<file path="src/rtl/dma_desc_pkg.sv">
package dma_desc_pkg;
    localparam int BUS_BYTES = 8;
    localparam int BUS_W     = BUS_BYTES * 8;
    localparam int OWN_BIT   = 31;
    localparam int FIRST_BIT = 3;
    localparam int LAST_BIT  = 2;

    typedef enum logic [3:0] {
        S_IDLE,
        S_FETCH0,
        S_FETCH1,
        S_CHECK,
        S_TX_RD,
        S_TX_SEND,
        S_RX_FILL,
        S_RX_WR,
        S_WBACK,
        S_DONE
    } state_e;
endpackage

</file>
<file path="src/rtl/dma_tx_unpack.sv">
module dma_tx_unpack #(
    parameter int BYTES = 8
) (
    input  logic               clk,
    input  logic               rst_n,
    input  logic               load,
    input  logic [BYTES*8-1:0] load_data,
    output logic               out_valid,
    output logic [7:0]         out_data,
    input  logic               out_ready,
    output logic               last_take
);
    localparam int W     = BYTES * 8;
    localparam int IDX_W = $clog2(BYTES);

    typedef struct packed {
        logic [W-1:0]     word;
        logic [IDX_W-1:0] idx;
        logic             full;
    } regs_t;

    regs_t q, d;

    always_comb begin
        d         = q;
        last_take = 1'b0;
        if (load) begin
            d.word = load_data;
            d.idx  = '0;
            d.full = 1'b1;
        end else if (q.full && out_ready) begin
            if (q.idx == IDX_W'(BYTES - 1)) begin
                d.full    = 1'b0;
                d.idx     = '0;
                last_take = 1'b1;
            end else begin
                d.idx = q.idx + 1'b1;
            end
        end
        out_valid = q.full;
        out_data  = q.word[q.idx*8 +: 8];
    end

    always_ff @(posedge clk) begin
        if (!rst_n) q <= '0;
        else        q <= d;
    end


    tx_hold_chk: assert property (@(posedge clk) disable iff (!rst_n)
        (out_valid && !out_ready) |=> (out_valid && $stable(out_data)));


    tx_no_overwrite_chk: assert property (@(posedge clk) disable iff (!rst_n)
        load |-> !out_valid);
endmodule

</file>
<file path="src/rtl/dma_rx_pack.sv">
module dma_rx_pack #(
    parameter int BYTES = 8
) (
    input  logic               clk,
    input  logic               rst_n,
    input  logic               en,
    input  logic               in_valid,
    input  logic [7:0]         in_data,
    output logic               in_ready,
    output logic               word_done,
    output logic [BYTES*8-1:0] word
);
    localparam int W     = BYTES * 8;
    localparam int IDX_W = $clog2(BYTES);

    typedef struct packed {
        logic [W-1:0]     word;
        logic [IDX_W-1:0] idx;
    } regs_t;

    regs_t q, d;

    always_comb begin
        d         = q;
        word_done = 1'b0;
        if (en && in_valid) begin
            d.word[q.idx*8 +: 8] = in_data;
            if (q.idx == IDX_W'(BYTES - 1)) begin
                d.idx     = '0;
                word_done = 1'b1;
            end else begin
                d.idx = q.idx + 1'b1;
            end
        end
        in_ready = en;
        word     = q.word;
    end

    always_ff @(posedge clk) begin
        if (!rst_n) q <= '0;
        else        q <= d;
    end


    rx_word_stable_chk: assert property (@(posedge clk) disable iff (!rst_n)
        (!en) |=> $stable(word));
endmodule

</file>
<file path="src/rtl/dma_desc_engine.sv">
module dma_desc_engine
    import dma_desc_pkg::*;
#(
    parameter int ADDR_W = 32,
    parameter int SIZE_W = 12
) (
    input  logic              clk,
    input  logic              rst_n,
    input  logic              base_wr,
    input  logic [ADDR_W-1:0] base_wdata,
    input  logic              start,
    input  logic              dir_rx,
    output logic              busy,
    output logic              mrd_req,
    output logic [ADDR_W-1:0] mrd_addr,
    input  logic              mrd_ack,
    input  logic [BUS_W-1:0]  mrd_data,
    output logic              mwr_req,
    output logic [ADDR_W-1:0] mwr_addr,
    output logic [BUS_W-1:0]  mwr_data,
    output logic [BUS_BYTES-1:0] mwr_strb,
    input  logic              mwr_ack,
    output logic              tx_valid,
    output logic [7:0]        tx_data,
    input  logic              tx_ready,
    input  logic              rx_valid,
    input  logic [7:0]        rx_data,
    output logic              rx_ready,
    output logic              tx_done,
    output logic              rx_done,
    output logic              desc_unavail
);
    localparam int IDX_W  = $clog2(BUS_BYTES);
    localparam int BEAT_W = SIZE_W - IDX_W;
    localparam logic [ADDR_W-1:0] STEP = ADDR_W'(BUS_BYTES);
    localparam logic [31:0] OWN_MASK = 32'h1 << OWN_BIT;

    typedef struct packed {
        state_e            st;
        logic              dir_rx;
        logic [ADDR_W-1:0] base;
        logic [ADDR_W-1:0] desc;
        logic [31:0]       status;
        logic [BEAT_W-1:0] beats;
        logic [ADDR_W-1:0] ptr;
    } regs_t;

    regs_t q, d;

    logic             load_tx;
    logic             tx_last;
    logic             rx_en;
    logic             rx_word_done;
    logic [BUS_W-1:0] rx_word;
    logic             desc_ok;

    always_comb begin
        d        = q;
        load_tx  = 1'b0;
        mrd_req  = 1'b0;
        mrd_addr = '0;
        mwr_req  = 1'b0;
        mwr_addr = '0;
        mwr_data = '0;
        mwr_strb = '0;
        desc_ok  = q.status[OWN_BIT] && q.status[FIRST_BIT] && q.status[LAST_BIT];
        rx_en    = (q.st == S_RX_FILL);

        if (base_wr) d.base = base_wdata;

        unique case (q.st)
            S_IDLE: begin
                if (start) begin
                    d.st     = S_FETCH0;
                    d.dir_rx = dir_rx;
                    d.desc   = q.base;
                end
            end
            S_FETCH0: begin
                mrd_req  = 1'b1;
                mrd_addr = q.desc;
                if (mrd_ack) begin
                    d.status = mrd_data[31:0];
                    d.beats  = mrd_data[32+SIZE_W-1 -: BEAT_W];
                    d.st     = S_FETCH1;
                end
            end
            S_FETCH1: begin
                mrd_req  = 1'b1;
                mrd_addr = q.desc + STEP;
                if (mrd_ack) begin
                    d.ptr = mrd_data[ADDR_W-1:0];
                    d.st  = S_CHECK;
                end
            end
            S_CHECK: begin
                if (!desc_ok)              d.st = S_IDLE;
                else if (q.beats == '0)    d.st = S_WBACK;
                else if (q.dir_rx)         d.st = S_RX_FILL;
                else                       d.st = S_TX_RD;
            end
            S_TX_RD: begin
                mrd_req  = 1'b1;
                mrd_addr = q.ptr;
                if (mrd_ack) begin
                    load_tx = 1'b1;
                    d.st    = S_TX_SEND;
                end
            end
            S_TX_SEND: begin
                if (tx_last) begin
                    d.beats = q.beats - 1'b1;
                    d.ptr   = q.ptr + STEP;
                    d.st    = (q.beats == BEAT_W'(1)) ? S_WBACK : S_TX_RD;
                end
            end
            S_RX_FILL: begin
                if (rx_word_done) d.st = S_RX_WR;
            end
            S_RX_WR: begin
                mwr_req  = 1'b1;
                mwr_addr = q.ptr;
                mwr_data = rx_word;
                mwr_strb = '1;
                if (mwr_ack) begin
                    d.beats = q.beats - 1'b1;
                    d.ptr   = q.ptr + STEP;
                    d.st    = (q.beats == BEAT_W'(1)) ? S_WBACK : S_RX_FILL;
                end
            end
            S_WBACK: begin
                mwr_req  = 1'b1;
                mwr_addr = q.desc;
                mwr_data = {{(BUS_W-32){1'b0}}, q.status & ~OWN_MASK};
                mwr_strb = BUS_BYTES'(8'h0F);
                if (mwr_ack) d.st = S_DONE;
            end
            S_DONE: begin
                d.st = S_IDLE;
            end
            default: d.st = S_IDLE;
        endcase

        busy         = (q.st != S_IDLE);
        tx_done      = (q.st == S_DONE) && !q.dir_rx;
        rx_done      = (q.st == S_DONE) && q.dir_rx;
        desc_unavail = (q.st == S_CHECK) && !desc_ok;
    end

    always_ff @(posedge clk) begin
        if (!rst_n) q <= '0;
        else        q <= d;
    end

    dma_tx_unpack #(.BYTES(BUS_BYTES)) u_unpack (
        .clk       (clk),
        .rst_n     (rst_n),
        .load      (load_tx),
        .load_data (mrd_data),
        .out_valid (tx_valid),
        .out_data  (tx_data),
        .out_ready (tx_ready),
        .last_take (tx_last)
    );

    dma_rx_pack #(.BYTES(BUS_BYTES)) u_pack (
        .clk       (clk),
        .rst_n     (rst_n),
        .en        (rx_en),
        .in_valid  (rx_valid),
        .in_data   (rx_data),
        .in_ready  (rx_ready),
        .word_done (rx_word_done),
        .word      (rx_word)
    );


    rd_hold_chk: assert property (@(posedge clk) disable iff (!rst_n)
        (mrd_req && !mrd_ack) |=> (mrd_req && $stable(mrd_addr)));


    wr_hold_chk: assert property (@(posedge clk) disable iff (!rst_n)
        (mwr_req && !mwr_ack) |=> (mwr_req && $stable(mwr_addr) && $stable(mwr_data)));


    rd_wr_excl_chk: assert property (@(posedge clk) disable iff (!rst_n)
        !(mrd_req && mwr_req));


    event_onehot_chk: assert property (@(posedge clk) disable iff (!rst_n)
        $onehot0({tx_done, rx_done, desc_unavail}));


    done_pulse_chk: assert property (@(posedge clk) disable iff (!rst_n)
        (tx_done || rx_done) |=> !(tx_done || rx_done));


    reject_idle_chk: assert property (@(posedge clk) disable iff (!rst_n)
        desc_unavail |=> !busy);


    wback_own_clear_chk: assert property (@(posedge clk) disable iff (!rst_n)
        (mwr_req && mwr_strb == BUS_BYTES'(8'h0F)) |-> !mwr_data[OWN_BIT]);


    reject_no_data_chk: assert property (@(posedge clk) disable iff (!rst_n)
        desc_unavail |-> (!tx_valid && !mwr_req));
endmodule

</file>
<file path="config.mk">
export PLATFORM = sky130hd
export DESIGN_NAME = dma_desc_engine
export DESIGN_NICKNAME = d
export VERILOG_FILES = /design/src/rtl/dma_desc_pkg.sv /design/src/rtl/dma_tx_unpack.sv /design/src/rtl/dma_rx_pack.sv /design/src/rtl/dma_desc_engine.sv
export SDC_FILE = /design/constraint.sdc
export NUM_CORES = 1
export LEC_CHECK = 0
export ABC_AREA = 1
export CAP_MARGIN = 20
export CORE_MARGIN = 4
export CORE_UTILIZATION = 58
export CTS_CLUSTER_DIAMETER = 120
export DETAILED_ROUTE_END_ITERATION = 16
export HOLD_SLACK_MARGIN = 0.03
export PLACE_DENSITY = 0.86
export SLEW_MARGIN = 10
export SYNTH_ARGS = -nofsm -noshare
export SYNTH_HDL_FRONTEND = slang
export SYNTH_HIERARCHICAL = 1
export SYNTH_SLANG_ARGS = --single-unit
</file>
<file path="constraint.sdc">
create_clock -name clk -period 3.7 [get_ports clk]
set_input_delay 1.11 -clock clk [delete_from_list [all_inputs] [get_ports clk]]
set_output_delay 1.11 -clock clk [all_outputs]
set_load 0.02 [all_outputs]
</file>
==> results.json, run 1 <==
{
  "number_of_global_route_vias_before_repair": 15185,
  "area_growth_syn_to_layout_pct": 21.8,
  "num_antenna_cells": 0,
  "rsz0062_at_grt": "true",
  "grt_residual_overflow": 0,
  "htree_levels": 1,
  "setup_viol": 0,
  "drive_gt1_share_pct": 8.32,
  "floorplan.initialDensity_pct": 59.1,
  "peakVddDrop_uv": 438,
  "max-cap-violations": 0,
  "worst_setup_path_end_kind": "primary output",
  "report.final.hold_viol_count": 0,
  "root_buffer": "clkbuf_16",
  "synth_top_area_share_pct": 36.0,
  "nets_final": 2629,
  "boundaryPins": 265,
  "async_flop_share_pct": 0,
  "post-route-worst-setup-slack_ps": 25.5,
  "netSwitchingFraction_pct": 28.6,
  "detail_route.drc_violations": 0,
  "slew_headroom_pct": 39.0,
  "synth_flop_cell": "dfxtp_1",
  "vias_per_cell": 5.75,
  "static-leakage-power_uw": 0.00812,
  "r2r_slack_ps": 960,
  "synth_enable_flop_cells": 0,
  "synth.cells.most_frequent": "nand2_1, nor2_1, dfxtp_1, inv_1, o21ai_0",
  "final_antenna_net_count": 0,
  "worst_hold_path_type": "register to register",
  "final.period_utilization_pct": 99.3,
  "synth.ff_latch_count": 277,
  "cp.arrival_ps": 2560,
  "antenna_found_initial": 1,
  "power.clock.fraction_pct": 41.0,
  "synth_area_per_cell_um2": 6.51,
  "detailed_place_hpwl_um": 40200,
  "syn_nets": 2491,
  "die_height_um": 171,
  "setup_crit_path_kind": "register to primary output",
  "seqPwrFrac_pct": 44.2,
  "clock_sinks": 277,
  "power.share.combinational_pct": 14.8,
  "whs_path_depth": 2,
  "initial_drc_count": 1991,
  "finalMaxSlewViolations": 0,
  "critical_path_required_ps": 2590,
  "power.density_mw_per_mm2": 394,
  "worst_r2r_path_depth": 13,
  "global_route_wire_length_before_repair_um": 82600,
  "totalWireLength_um": 54300,
  "total_power_uw": 7400,
  "total_switching_power_uw": 2110,
  "outcome": "finished, final reports clean",
  "place_ws_ps": 231,
  "ys_seq_area_share_pct": 36.0,
  "p_int_uw": 5290,
  "detail_route.first_pass.iterations": 6,
  "synth.most_common_cell": "nand2_1",
  "mappedNetlistArea_mm2": 0.0154,
  "io_buffer_count": 264,
  "global_route.usage.total_pct": 35.5,
  "fin_skew_ps": 15.9,
  "grt_max_degree": 67,
  "post_cts_hold_buffer_count": 0,
  "clkLatencyLatePin_ps": 580,
  "numCtsBuffers": 29,
  "yosysUniqueCellTypes": 41,
  "rr_endpoint": "q[23]$_SDFFE_PN0P_",
  "die_area_mm2": 0.0292,
  "routed-via-count": 16440,
  "site_row_count": 59,
  "critPathLaunch": "q[77]$_SDFFE_PN0P_",
  "cts_tree": "yes",
  "synthesis.yosys.warnings": 6,
  "die-width_um": 171,
  "most_area_consuming_cells_after_synthesis": "dfxtp_1, nand2_1, nor2_1, inv_1, o21ai_0",
  "fin_util_pct": 72.0,
  "fp.coreArea_mm2": 0.0261,
  "syn_inst": 2366,
  "worstHoldStart": "q[67]$_SDFFE_PN0P_",
  "min_period_ps": 3670,
  "clkSlewWorstSetupHoldPaths_ps": 60,
  "synth_top_cell_by_area": "dfxtp_1",
  "route.detailed.wl_per_inst_um": 19.0,
  "ctsLongestPathBuffers": 3,
  "globalplace.congestion": 1.09,
  "whs_endpoint": "q[67]$_SDFFE_PN0P_",
  "clock.fmax_mhz": 272,
  "rr_startpoint": "u_unpack/q[1]$_SDFFE_PP0P_",
  "worst-path-max-fanout": 4,
  "timing.critical_path.from_type": "register",
  "worst_pin_slew_ps": 905
}
-- worst max-delay path by stage --
stage	to	slack (ps)	cells past startpoint
floorplan	mwr_strb[0]	910	8
global placement	mrd_addr[27]	280	12
detailed placement	mrd_addr[21]	230	12
CTS	mrd_addr[30]	-30	8
global route	mrd_addr[27]	-40	12
finish	mrd_addr[9]	30	5
-- area by class of cell --
| type | count | area, µm² |
|---|---|---|
| fillers | 2198 | 7290 |
| inverters | 288 | 1090 |
| flip-flops and latches | 277 | 5550 |
| well taps | 335 | 419 |
| clock inverters | 14 | 170 |
| multi-input cells | 1609 | 7680 |
| clock buffers | 38 | 820 |
| repair buffers | 299 | 3040 |
-- state kept, by name, indices dropped and copies added (netlist names) --
signal / cells
u_unpack/out_valid: 1
q: 142
u_pack/q: 3
u_pack/word: 64
u_unpack/q: 67
-- layer usage --
layer | part of all wire, % | up-vias | track usage (%)
met5 | 0.024 | - | 0
met4 | 5.0 | 2 | 14.5
met3 | 9.7 | 176 | 6.82
met2 | 46 | 882 | 57.5
met1 | 40 | 7549 | 46.6
li1 | - | 7831 | -
-- worst max-delay path, stage by stage, from the launching register on --
cell	delay (ps)
dfxtp_1	380
ha_2	200
nand2_2	90
o311ai_1	460
o221ai_1	260
clkdlybuf4s50_1	600
-- cell usage in the layout (no fill, tap or decap), types with 28 or more instances in the layout --
cell type and instances:
nand2_1 481, nor2_1 338, inv_1 275, dfxtp_1 274, o21ai_0 199, clkdlybuf4s50_1 177, nand3_1 166, a21oi_1 146
dlymetal6s2s_1 51, o21ai_1 46, o22ai_1 37, a21oi_2 33, buf_4 31, clkbuf_16 29, dlygate4sd2_1 28
-- power groups by stage --
stage / clock, µW / sequential, µW / combinational, µW
6_report: 3030 / 3270 / 1100
4_1_cts: 3060 / 3260 / 1070
3_5_place_dp: 0 / 3330 / 1070
3_3_place_gp: 0 / 3320 / 1060
2_1_floorplan: 0 / 3280 / 622
5_1_grt: 3180 / 3280 / 1190
-- through the flow --
stage / hold slack [ps] / area (µm²) / TNS [ps] / std cells
after floorplan: 425 / 15400 / 0 / 2366
after CTS: 448 / 18600 / -37.2 / 2860
final: 449 / 18800 / 0 / 2860
after global routing: 468 / 18800 / -36.5 / 2860
after global placement: 433 / 17600 / 0 / 2808
after detailed placement: 439 / 17600 / 0 / 2808
-- what timing repair did --
item                                    4_1_cts  5_1_grt
endpoints found under the setup margin       83       56
pin swaps                                     0        0
buffers inserted                              0        0
gates resized for setup                      57       70
-- logic make-up (layout without fill, tap and decap cells) --
| logic type | after synthesis | in the layout | synth area share, % |
|---|---|---|---|
| adder cells (fa/ha/maj) | 12 | 12 | 0.975 |
| flip-flops | 277 | 277 | 36.0 |
| XOR/XNOR | 4 | 4 | 0.227 |
| AND/OR/NAND/NOR | 1081 | 1081 | 29.2 |
| AO/OA/AOI/OAI | 512 | 512 | 18.8 |
| buffers and inverters | 480 | 639 | 14.7 |
Power figures use the tool's default switching activity.
==> run 2: changes to the inputs <==
- ABC_CLOCK_PERIOD_IN_PS: not set -> 3700
- SKIP_LAST_GASP: not set -> 1
==> results.json, run 2 (same netlist as run 1, synthesis figures left out) <==
{
  "die_area_mm2": 0.0292,
  "clock_sinks": 277,
  "global_route.usage.total_pct": 35.5,
  "timing.critical_path.from_type": "register",
  "nets_final": 2629,
  "fin_area_mm2": 0.0187,
  "final.period_utilization_pct": 99.5,
  "max-cap-violations": 0,
  "totalNegativeSetupSlack_ps": 0,
  "fillCellCount": 2204,
  "number_of_global_route_vias_before_repair": 15185,
  "rsz0062_at_grt": "true",
  "r2r_slack_ps": 980,
  "boundaryPins": 265,
  "cp.arrival_ps": 2570,
  "vias_per_cell": 5.77,
  "die-width_um": 171,
  "drive_gt1_share_pct": 8.28,
  "worstHoldStart": "q[41]$_SDFFE_PN0P_",
  "antenna_found_initial": 1,
  "globalplace.congestion": 1.09,
  "io_buffer_count": 264,
  "worst-path-max-fanout": 66,
  "floorplan.initialDensity_pct": 59.1,
  "dr_wl_met2_um": 24800,
  "top_register": "q",
  "clock.fmax_mhz": 272,
  "rr_startpoint": "u_unpack/q[1]$_SDFFE_PP0P_",
  "post_cts_hold_buffer_count": 0,
  "report.final.hold_viol_count": 0,
  "mostFrequentLayoutCells": "nand2_1, nor2_1, inv_1",
  "detailroute.wirelength.met3_um": 5210,
  "route.detailed.wl_per_inst_um": 19.0,
  "fin_skew_ps": 16.9,
  "worst_r2r_path_depth": 13,
  "wl_met1_um": 21600,
  "global_route_wire_length_before_repair_um": 82600,
  "static-leakage-power_uw": 0.00792,
  "root_buffer": "clkbuf_16",
  "fp.coreArea_mm2": 0.0261,
  "worst_hold_path_type": "register to register",
  "area_growth_syn_to_layout_pct": 21.6,
  "routed-via-count": 16513,
  "finalMaxSlewViolations": 0,
  "whs_path_depth": 2,
  "largest_reg_flops": 142,
  "worst_pin_slew_ps": 914,
  "peakVddDrop_uv": 438,
  "rr_endpoint": "q[23]$_SDFFE_PN0P_",
  "setup_viol": 0,
  "final_antenna_net_count": 0,
  "post-route-worst-setup-slack_ps": 18.8,
  "outcome": "finished, final reports clean",
  "post-place-cells": 2808,
  "min_period_ps": 3680,
  "ctsLongestPathBuffers": 3,
  "site_row_count": 59,
  "htree_levels": 1,
  "critical_path_required_ps": 2590,
  "cts_tree": "yes",
  "setup_crit_path_kind": "register to primary output",
  "clkSlewWorstSetupHoldPaths_ps": 60,
  "critPathLaunch": "q[141]$_SDFFE_PN0P_",
  "numCtsBuffers": 29,
  "slew_headroom_pct": 38.9,
  "placement.cell_area_mm2": 0.0176,
  "totalWireLength_um": 54300,
  "power.density_mw_per_mm2": 395,
  "initial_drc_count": 2165,
  "detail_route.drc_violations": 0,
  "worst_setup_path_end_kind": "primary output",
  "whs_endpoint": "q[41]$_SDFFE_PN0P_",
  "layout.cells.most_common": "nand2_1",
  "grt_max_degree": 67,
  "grt_residual_overflow": 0,
  "clkLatencyLatePin_ps": 580,
  "die_height_um": 171,
  "detailed_place_hpwl_um": 40200,
  "finalNonFillerCells": 2861,
  "place_ws_ps": 231,
  "detail_route.first_pass.iterations": 8,
  "routed.top_layer": "met5"
}
[run 2: cell count changes in the layout (fill, tap and decap cells not counted), sizes merged]
| cell | before | now |
|---|---|---|
| dlymetal6s2s | 51 | 40 |
| diode | 0 | 1 |
| clkdlybuf4s50 | 177 | 188 |
| dlygate4sd2 | 28 | 29 |
| clkdlybuf4s15 | 5 | 3 |
| clkbuf | 39 | 40 |
[run 2: worst max path at each step]
stage / endpoint / slack (ps) / depth (start not counted)
CTS: mrd_addr[27] / -130 / 12
finish: mwr_addr[13] / 20 / 6
detailed placement: mrd_addr[21] / 230 / 12
floorplan: mwr_strb[0] / 910 / 8
global route: mwr_addr[13] / -30 / 6
global placement: mrd_addr[27] / 280 / 12
[run 2: cell type report]
cell class                      instances  area (µm²)  area share, %
Antenna cell                            1        2.50         0.0134
Clock buffer                           38         820           4.37
Clock inverter                         14         170          0.908
Inverter                              288        1090           5.82
Multi-Input combinational cell       1609        7680           41.0
Sequential cell                       277        5550           29.6
Tap cell                              335         419           2.24
Timing Repair Buffer                  299        3010           16.1
[run 2: per-layer routing]
metal / up-vias / track usage (%)
met4: 2 / 14.5
met3: 176 / 6.82
met2: 919 / 57.5
li1: 7835 / -
met1: 7581 / 46.6
met5: - / 0
[run 2: per-stage QoR]
stage / util, % / hold slack [ps] / power (µW)
floorplan: - / 425 / 3900
global placement: 67.6 / 433 / 4380
detailed placement: 67.6 / 439 / 4400
CTS: 71.4 / 448 / 7390
global route: 71.9 / 468 / 7650
finish: 71.9 / 450 / 7400
[run 2: power breakdown]
group          leakage [µW]  total, µW  internal, µW  switching [µW]
combinational       0.00519       1100           383             714
sequential          0.00225       3270          3130             137
clock              0.000480       3040          1770            1270
total               0.00792       7400          5290            2120
[run 2: timing repair]
item	4_1_cts	5_1_grt
endpoints found under the setup margin	83	58
hold endpoints to repair	0	0
resized for setup	54	60
setup buffers	0	0
[run 2: critical path, stage by stage (launching register included)]
cell	delay (ps)
dfxtp_1	440
inv_1	100
nor2_1	240
nand2_2	100
buf_12	210
o22ai_1	210
clkdlybuf4s50_1	670
==> run 3: changes to the inputs <==
- ABC_CLOCK_PERIOD_IN_PS: 3700 -> 4700
- CAP_MARGIN: 20 -> not set
- SKIP_LAST_GASP: 1 -> not set
- clock period: 3.7 -> 4.7 ns (I/O delays scaled with it)
==> results.json, run 3 (same netlist as run 1, synthesis figures left out) <==
{
  "fp.coreArea_mm2": 0.0261,
  "root_buffer": "clkbuf_16",
  "finalNonFillerCells": 2844,
  "global_route.usage.total_pct": 35.0,
  "numCtsBuffers": 29,
  "area_growth_syn_to_layout_pct": 19.9,
  "crit_path_cell_trace": "nor2_1 > nand2_1 > buf_4 > o221ai_1 > clkdlybuf4s50_1",
  "global_route_wire_length_before_repair_um": 81800,
  "post-place-cells": 2791,
  "die-width_um": 171,
  "clkSlewWorstSetupHoldPaths_ps": 60,
  "total_power_uw": 5890,
  "antenna_found_initial": 0,
  "rsz0062_at_grt": "false",
  "detail_route.first_pass.iterations": 6,
  "timing.critical_path.from_type": "register",
  "boundaryPins": 265,
  "htree_levels": 1,
  "min_period_ps": 4640,
  "peakVddDrop_uv": 345,
  "largest_reg_flops": 142,
  "io_buffer_count": 264,
  "number_of_global_route_vias_before_repair": 15160,
  "die_height_um": 171,
  "slew_headroom_pct": 36.5,
  "worst_pin_slew_ps": 951,
  "rr_startpoint": "u_unpack/q[1]$_SDFFE_PP0P_",
  "report.final.hold_viol_count": 0,
  "globalplace.congestion": 1.03,
  "detailed_place_hpwl_um": 39600,
  "power.density_mw_per_mm2": 319,
  "clock.fmax_mhz": 215,
  "setup_crit_path_kind": "register to primary output",
  "drive_gt1_share_pct": 6.86,
  "outcome": "finished, final reports clean",
  "max-cap-violations": 0,
  "crit_family": "buffers and inverters",
  "cts_tree": "yes",
  "fin_util_pct": 70.9,
  "placement.cell_area_mm2": 0.0174,
  "final_antenna_net_count": 0,
  "critPathLaunch": "q[138]$_SDFFE_PN0P_",
  "static-leakage-power_uw": 0.00693,
  "fin_skew_ps": 18.8,
  "worst-path-max-fanout": 19,
  "fillCellCount": 2196,
  "critical_path_required_ps": 3290,
  "worst_setup_path_end_kind": "primary output",
  "fin_area_mm2": 0.0185,
  "nets_final": 2612,
  "clkLatencyLatePin_ps": 560,
  "slowest_stage": "clkdlybuf4s50_1",
  "vias_per_cell": 5.77,
  "layout.cells.most_common": "nand2_1",
  "cp.arrival_ps": 3230,
  "slowest_delay_ps": 690,
  "grt_max_degree": 96,
  "cp_num_buf_inv": 2,
  "grt_residual_overflow": 0,
  "post_cts_hold_buffer_count": 0,
  "site_row_count": 59,
  "worstHoldStart": "q[67]$_SDFFE_PN0P_",
  "route.detailed.wl_per_inst_um": 19.0,
  "die_area_mm2": 0.0292,
  "clock_sinks": 277,
  "detail_route.drc_violations": 0,
  "finalMaxSlewViolations": 0,
  "top_register": "q",
  "floorplan.initialDensity_pct": 59.1,
  "totalNegativeSetupSlack_ps": 0,
  "num_antenna_cells": 0,
  "totalWireLength_um": 54100,
  "ctsLongestPathBuffers": 3,
  "routed-via-count": 16397,
  "final.period_utilization_pct": 98.8,
  "setup_viol": 0,
  "mostFrequentLayoutCells": "nand2_1, nor2_1, dfxtp_1",
  "worst_hold_path_type": "register to register",
  "initial_drc_count": 2079
}
==> run 3: path summary, 6_finish.rpt <==
check	endpoint	slack, ps	cells after the start
hold / removal	q[67]$_SDFFE_PN0P_	460	2
hold reg to reg	q[67]$_SDFFE_PN0P_	460	2
setup reg to reg	q[26]$_SDFFE_PN0P_	1400	13
setup / recovery	mrd_addr[6]	60	5
==> run 3: repair_timing <==
item                                   CTS  global route
resized for setup                        0             3
endpoints found under the hold margin    0             0
buffers inserted                         0             0
setup endpoints to repair                0            20
==> run 3: worst reg2reg max path, stage by stage, from the launching register on <==
cell     delay, ps
dfxtp_1        700
buf_4          390
ha_1           200
ha_1           140
inv_1           70
nor3_1         290
nor2_1          90
nand2_1        170
nand2_2        120
nor2_8         350
inv_2          330
nor2_1         200
nand2_1         70
a21oi_1        130
==> run 3: power breakdown <==
group / internal, µW / switching, µW / total (µW) / leakage (µW)
combinational: 298 / 555 / 852 / 0.00419
clock: 1450 / 1010 / 2460 / 0.000494
sequential: 2470 / 106 / 2570 / 0.00225
total: 4210 / 1670 / 5890 / 0.00693
==> run 3: through the flow <==
stage | setup slack [ps] | hold slack [ps]
6_report | 57.6 | 457
5_1_grt | 14.7 | 474
2_1_floorplan | 1610 | 425
3_3_place_gp | 856 | 435
3_5_place_dp | 676 | 446
4_1_cts | 65.7 | 456
==> run 3: final cells by class <==
class                      count  area, µm²  area share (%)
multi-input combinational   1609       7610            41.2
inverter                     288       1090            5.89
timing repair buffer         282       2790            15.1
clock inverter                16        204            1.10
sequential                   277       5550            30.0
clock buffer                  37        816            4.42
tap                          335        419            2.27
==> run 3: per-layer routing <==
layer	wire length (µm)	GRT usage [%]	vias up
met5	0	0	-
met4	2450	13.6	0
met3	4880	5.20	175
met2	24900	57.7	917
met1	21900	46.6	7526
li1	-	-	7779
